`src/rtl/clkPatPkg.sv`:
```
package clkPatPkg;
  localparam int RATIO_W = 6;
  localparam int CODE_W  = 3;
  localparam logic [CODE_W-1:0] MAX_CODE = 3'd4;

  typedef struct packed {
    logic               enable;
    logic [RATIO_W-1:0] ratio;
  } dpCtrl_t;

  function automatic logic [RATIO_W-1:0] codeToRatio(input logic [CODE_W-1:0] code);
    return RATIO_W'((int'(code) + 1) * 10);
  endfunction
endpackage

```
`src/rtl/clkPatCtrl.sv`:
```
module clkPatCtrl
  import clkPatPkg::*;
#(
  parameter int ADDR_W = 12,
  parameter int DATA_W = 32,
  parameter logic [ADDR_W-1:0] CTRL_OFF = 12'h340
) (
  input  logic              clk,
  input  logic              rstN,
  input  logic [ADDR_W-1:0] regAddr,
  input  logic [DATA_W-1:0] regWdata,
  input  logic              regWe,
  output logic [DATA_W-1:0] regRdata,
  output dpCtrl_t           dpCtrl
);
  logic              enReg;
  logic [CODE_W-1:0] codeReg;
  logic              ctrlHit;
  logic              codeValid;
  logic              unusedWdata;

  assign ctrlHit     = regWe && (regAddr == CTRL_OFF);
  assign codeValid   = regWdata[CODE_W-1:0] <= MAX_CODE;
  assign unusedWdata = ^regWdata[DATA_W-2:CODE_W];

  always_ff @(posedge clk) begin
    if (!rstN) begin
      enReg   <= 1'b0;
      codeReg <= '0;
    end else if (ctrlHit) begin
      enReg <= regWdata[DATA_W-1];
      if (codeValid) codeReg <= regWdata[CODE_W-1:0];
    end
  end

  assign regRdata      = {enReg, {(DATA_W-CODE_W-1){1'b0}}, codeReg};
  assign dpCtrl.enable = enReg;
  assign dpCtrl.ratio  = codeToRatio(codeReg);
endmodule

```
`src/rtl/clkPatDatapath.sv`:
```
module clkPatDatapath
  import clkPatPkg::*;
#(
  parameter int WORD_W = 40
) (
  input  logic               clk,
  input  logic               rstN,
  input  dpCtrl_t            dpCtrl,
  output logic [WORD_W-1:0]  laneWord,
  output logic [RATIO_W-1:0] phase
);
  logic [RATIO_W-1:0] actRatio;
  logic [RATIO_W-1:0] useRatio;
  logic [RATIO_W-1:0] halfRatio;
  logic [RATIO_W-1:0] lastPhase;
  logic [RATIO_W-1:0] nextPhase;
  logic [WORD_W-1:0]  nextWord;

  // A new ratio is accepted only on a word that begins a period.
  assign useRatio  = (phase == '0) ? dpCtrl.ratio : actRatio;
  assign halfRatio = useRatio >> 1;
  assign lastPhase = useRatio - 1'b1;

  // Walk the phase bit by bit across the word; the final stage gives the next start phase.
  for (genvar i = 0; i < WORD_W; i++) begin : gBit
    logic [RATIO_W-1:0] phIn;
    logic [RATIO_W-1:0] phOut;
    if (i == 0) begin : gFirst
      assign phIn = phase;
    end else begin : gNext
      assign phIn = gBit[i-1].phOut;
    end
    assign nextWord[i] = phIn < halfRatio;
    assign phOut       = (phIn == lastPhase) ? '0 : phIn + 1'b1;
  end
  assign nextPhase = gBit[WORD_W-1].phOut;

  always_ff @(posedge clk) begin
    if (!rstN) begin
      laneWord <= '0;
      phase    <= '0;
      actRatio <= codeToRatio('0);
    end else if (!dpCtrl.enable) begin
      laneWord <= '0;
      phase    <= '0;
    end else begin
      laneWord <= nextWord;
      phase    <= nextPhase;
      actRatio <= useRatio;
    end
  end
endmodule

```
`src/rtl/clkPatGen.sv`:
```
module clkPatGen
  import clkPatPkg::*;
#(
  parameter int ADDR_W = 12,
  parameter int DATA_W = 32,
  parameter int WORD_W = 40,
  parameter logic [ADDR_W-1:0] CTRL_OFF = 12'h340
) (
  input  logic              clk,
  input  logic              rstN,
  input  logic [ADDR_W-1:0] regAddr,
  input  logic [DATA_W-1:0] regWdata,
  input  logic              regWe,
  output logic [DATA_W-1:0] regRdata,
  output logic [WORD_W-1:0] laneWord,
  output logic              dedClkEn
);
  dpCtrl_t            dpCtrl;
  logic               ctrlEn;
  logic [RATIO_W-1:0] phase;

  clkPatCtrl #(
    .ADDR_W(ADDR_W), .DATA_W(DATA_W), .CTRL_OFF(CTRL_OFF)
  ) uCtrl (
    .clk(clk), .rstN(rstN), .regAddr(regAddr), .regWdata(regWdata),
    .regWe(regWe), .regRdata(regRdata), .dpCtrl(dpCtrl)
  );

  clkPatDatapath #(.WORD_W(WORD_W)) uDp (
    .clk(clk), .rstN(rstN), .dpCtrl(dpCtrl), .laneWord(laneWord), .phase(phase)
  );

  assign ctrlEn   = dpCtrl.enable;
  assign dedClkEn = !ctrlEn;
endmodule

```
`config.mk`:
```
export PLATFORM = sky130hd
export DESIGN_NAME = clkPatGen
export DESIGN_NICKNAME = d
export VERILOG_FILES = /design/src/rtl/clkPatPkg.sv /design/src/rtl/clkPatCtrl.sv /design/src/rtl/clkPatDatapath.sv /design/src/rtl/clkPatGen.sv
export SDC_FILE = /design/constraint.sdc
export NUM_CORES = 1
export LEC_CHECK = 0
export ABC_AREA = 1
export BUFFER_PORTS_ARGS = -buffer_cell sky130_fd_sc_hd__buf_2
export CORE_MARGIN = 2
export CORE_UTILIZATION = 65
export CTS_CLUSTER_DIAMETER = 60
export DETAILED_ROUTE_END_ITERATION = 10
export MAX_ROUTING_LAYER = met4
export PLACE_DENSITY = 0.94
export SYNTH_ARGS = -nofsm -noshare
export SYNTH_HDL_FRONTEND = slang
export SYNTH_SLANG_ARGS = --single-unit
```
`constraint.sdc`:
```
create_clock -name clk -period 40.7 [get_ports clk]
set_input_delay 8.14 -clock clk [delete_from_list [all_inputs] [get_ports clk]]
set_output_delay 8.14 -clock clk [all_outputs]
set_load 0.02 [all_outputs]
```
==> results.yml, run 1 <==
run_status:
  status: "finished clean"
logic_synthesis:
  synth_largest_area_cell: "nand2_1"
  synth_seq_cells: 56
  synth_cell_type_count: 47
  synth-edff-count: 0
  synth.avg_cell_area_um2: 5.84
  synth_compound_gate_area_share: 0.0904
  synth-simple-area-share: 0.456
  synthArstFlopShare: 0
  synth_xor_area_frac: 0.0421
  syn_inst: 2777
  synthAdderAreaFrac: 0.158
  synthFlopType: "dfxtp_1"
  synth_top_family_by_area: "simple AND/OR/NAND/NOR gates"
  synth.cell_area_um2: 16200
  yosys.area.top_type_share: 0.193
  synth-seq-area-share: 0.0692
  synth.area.mux_share: 0
  yosysWarningCount: 0
  ys_top_cells_by_area: "nand2_1, ha_1, nand3_1"
cts:
  cts_sinks: 56
  cts_tree: "built"
  post_cts.repair.setup_buffers: 0
  insertion_delay_ns: 0.33
  cts-hold-fix-buffers: 0
  numCtsBuffers: 5
  cts.path.max_buffers: 2
  cts_resized: 0
  h-tree-depth: 2
  cts.reportedPaths.clkPinSlew_ns: 0.09
  root_buffer: "clkbuf_16"
detailed_routing:
  wirelength_mm: 44.6
  postRouteAntennaNets: 0
  viasPerCell: 5.72
  vias: 17700
  drt_pass1_iterations: 6
  avgRoutedWirePerCell_um: 14.4
  route.detailed.drc: 0
  drtIter0Drc: 1386
worst_setup_path:
  crit_path_end_kind: "flop"
  worstSetupPathType: "reg -> reg"
  max_stage_delay_ns: 0.53
  required_ns: 40.94
  worst-r2r-setup-slack_ns: 8.16
  cpLargestDelayFamily: "simple AND/OR/NAND/NOR gates"
  crit_slowest_cell: "buf_4"
  cp-start-kind: "flop"
  crit_arrival_ns: 32.78
  critPathMaxFanout: 44
  path_buf_inv: 22
  crit_top_cell: "nand2_1"
place:
  place_ws_ns: 9.01
  portBuffers: 63
  finalWeightedCongestion: 0.954
  hpwl_mm: 30.9
global_routing:
  grt_pass1_vias: 16400
  grtUsageTotal: 0.340
  grt_max_degree: 47
  grt_pass1_wl_mm: 72.7
  antenna_found_initial: 0
  grt-ovfl-total: 0
die:
  fp.coreArea_um2: 24400
  start_util: 0.665
  rows: 57
  die_x_um: 162
  die_h_um: 162
  io_pins: 120
  dieArea_um2: 26200
sta:
  fin_tns_setup_ns: 0
  setup_viol: 0
  hold_viol: 0
  post-route-period-util: 0.799
  rsz0062_at_grt: "no"
  fin_crit_ns: 32.54
  tightest_slew_ns: 1.01
  finalClockSkew_ns: 0.0108
  maxSlewHeadroom: 0.312
  fmax_mhz: 30.7
  timing.final.ws_setup_ns: 8.16
  drv_slew: 0
layout:
  antenna_cells: 0
  layout_commonest_cell: "nand2_1"
  area.growth.synth_to_final_pct: -0.486
  layout_common_cells: "nand2_1, inv_1, nand3_1"
  drive_above_1_share: 0.146
  nets: 3024
run:
  drv_cap: 0
hold_path:
  hp-class: "reg -> reg"
==> per-stage QoR <==
step | cell area [um^2] | std cells | hold slack, ns | utilization
after global placement | 16000 | 3089 | 0.442 | 0.655
after CTS | 16100 | 3097 | 0.458 | 0.661
final | 16100 | 3097 | 0.458 | 0.661
after detailed placement | 16000 | 3089 | 0.445 | 0.655
after floorplan | 16300 | 2804 | 0.427 | -
after global routing | 16100 | 3097 | 0.489 | 0.661
==> cell usage after synthesis, types with 5 or more instances <==
cell / count
nand3_1: 301
nand2_2: 116
nor2_1: 204
buf_4: 51
dfxtp_1: 56
buf_6: 34
or2_1: 5
a211o_1: 6
nor2_2: 60
a21oi_1: 68
o21ai_0: 78
clkbuf_8: 27
nand2_1: 832
nor3_1: 9
ha_1: 205
nand3_2: 46
inv_1: 380
nand3b_1: 5
nand4_1: 28
o21bai_1: 34
xor2_1: 75
inv_2: 70
a2111oi_0: 37
==> state kept, by name (all words and copies together), names as in the netlist <==
| signal | count |
|---|---|
| uCtrl.enReg | 1 |
| uDp.actRatio | 6 |
| uDp.laneWord | 40 |
| uDp.phase | 6 |
| uCtrl.codeReg | 3 |
==> metal layers <==
metal	share of wire	up-vias	GRT usage	wire (um)
li1	-	8720	-	-
met1	0.40	7984	0.394	17600
met3	0.086	218	0.0332	3820
met2	0.47	790	0.580	20800
met4	0.052	0	0.186	2330
met5	0	-	-	0
==> worst min-delay path, cell delays in order (launching register included) <==
cell,delay (ns)
dfxtp_1,0.33
nand2_1,0.06
nor2_1,0.04
==> cells by family after synthesis <==
kind of cell               Yosys count
other                                1
buffers and inverters              582
AOI/OAI and AO/OA                  233
and+or+nand+nor                   1622
adders and majority gates          205
xor gates and xnor gates            78
DFF                                 56
==> cell type report <==
type,instances,area (um^2)
Clock buffer,5,125
Fill cell,2249,8260
Inverter,460,1780
Sequential cell,56,1120
Timing Repair Buffer,83,465
Tap cell,324,405
Multi-Input combinational cell,2166,12200
Clock inverter,3,22.5
==> path summary, 6_finish.rpt <==
path	end	cells past startpoint	startpoint
worst max-delay path	uDp.laneWord[39]	212	uDp.phase[0]
worst min-delay path	uDp.actRatio[0]	2	uDp.actRatio[0]
worst max register to register	uDp.laneWord[39]	212	uDp.phase[0]
worst min register to register	uDp.actRatio[0]	2	uDp.actRatio[0]
Power of run 1 is not shown: default switching activity piles up to over one toggle a cycle in this logic, so the estimate is an artifact.
==> inputs of run 2 (changes only) <==
- ABC_AREA: 1 -> 0
- PLACE_DENSITY: 0.94 -> 0.93
- clock period: 40.7 -> 32.1 ns (I/O delays scaled with it)
==> results.yml, run 2 <==
run_status:
  status: "stopped before the end"
  lastStage: "clock tree synthesis"
  error_line: "[ERROR DPL-0038] Utilization greater than 100%, impossible to legalize"
cts:
  cts.path.max_buffers: 2
  h-tree-depth: 2
  cts-hold-fix-buffers: 0
  cts_resized: 417
  root_buffer: "clkbuf_16"
  post_cts.repair.setup_buffers: 187
  cts_sinks: 56
  numCtsBuffers: 5
logic_synthesis:
  synth.avg_cell_area_um2: 7.45
  synth_most_common_cell: "nand2_1"
  synthFlopType: "dfxtp_1"
  yosysWarningCount: 0
  synth_largest_area_cell: "ha_1"
  syn_inst: 3322
  synth_cell_type_count: 154
  ys_top_cells_by_area: "ha_1, xnor2_1, dfxtp_1"
  synth_commonest_cells: "nand2_1, nor2_1, ha_1, a21oi_1, xnor2_1"
  synth.cell_area_um2: 24700
  synth-seq-area-share: 0.0453
  synthArstFlopShare: 0
  yosys.area.top_type_share: 0.104
  synth-edff-count: 0
  synth_seq_cells: 56
die:
  start_util: 0.658
  rows: 71
  die_h_um: 199
  io_pins: 120
  die_x_um: 199
place:
  finalWeightedCongestion: 1.14
  hpwl_mm: 112
  portBuffers: 63
run 2: kinds of logic after synthesis:
logic type,share of synthesized area
AND/OR/NAND/NOR,0.276
AO/OA/AOI/OAI,0.363
XOR/XNOR,0.0930
multiplexers,0.0289
flip-flops,0.0453
other,0.000152
adder cells (fa/ha/maj),0.104
buffers and inverters,0.0901
run 2: per-stage QoR:
stage          worst slack [ns]   util  instances  hold WS (ns)  instance area, um^2
3_5_place_dp              -9.48  0.925       4909         0.608                34700
3_3_place_gp              -4.70  0.925       4909         0.512                34700
2_1_floorplan             -7.76      -       3349         0.496                26600
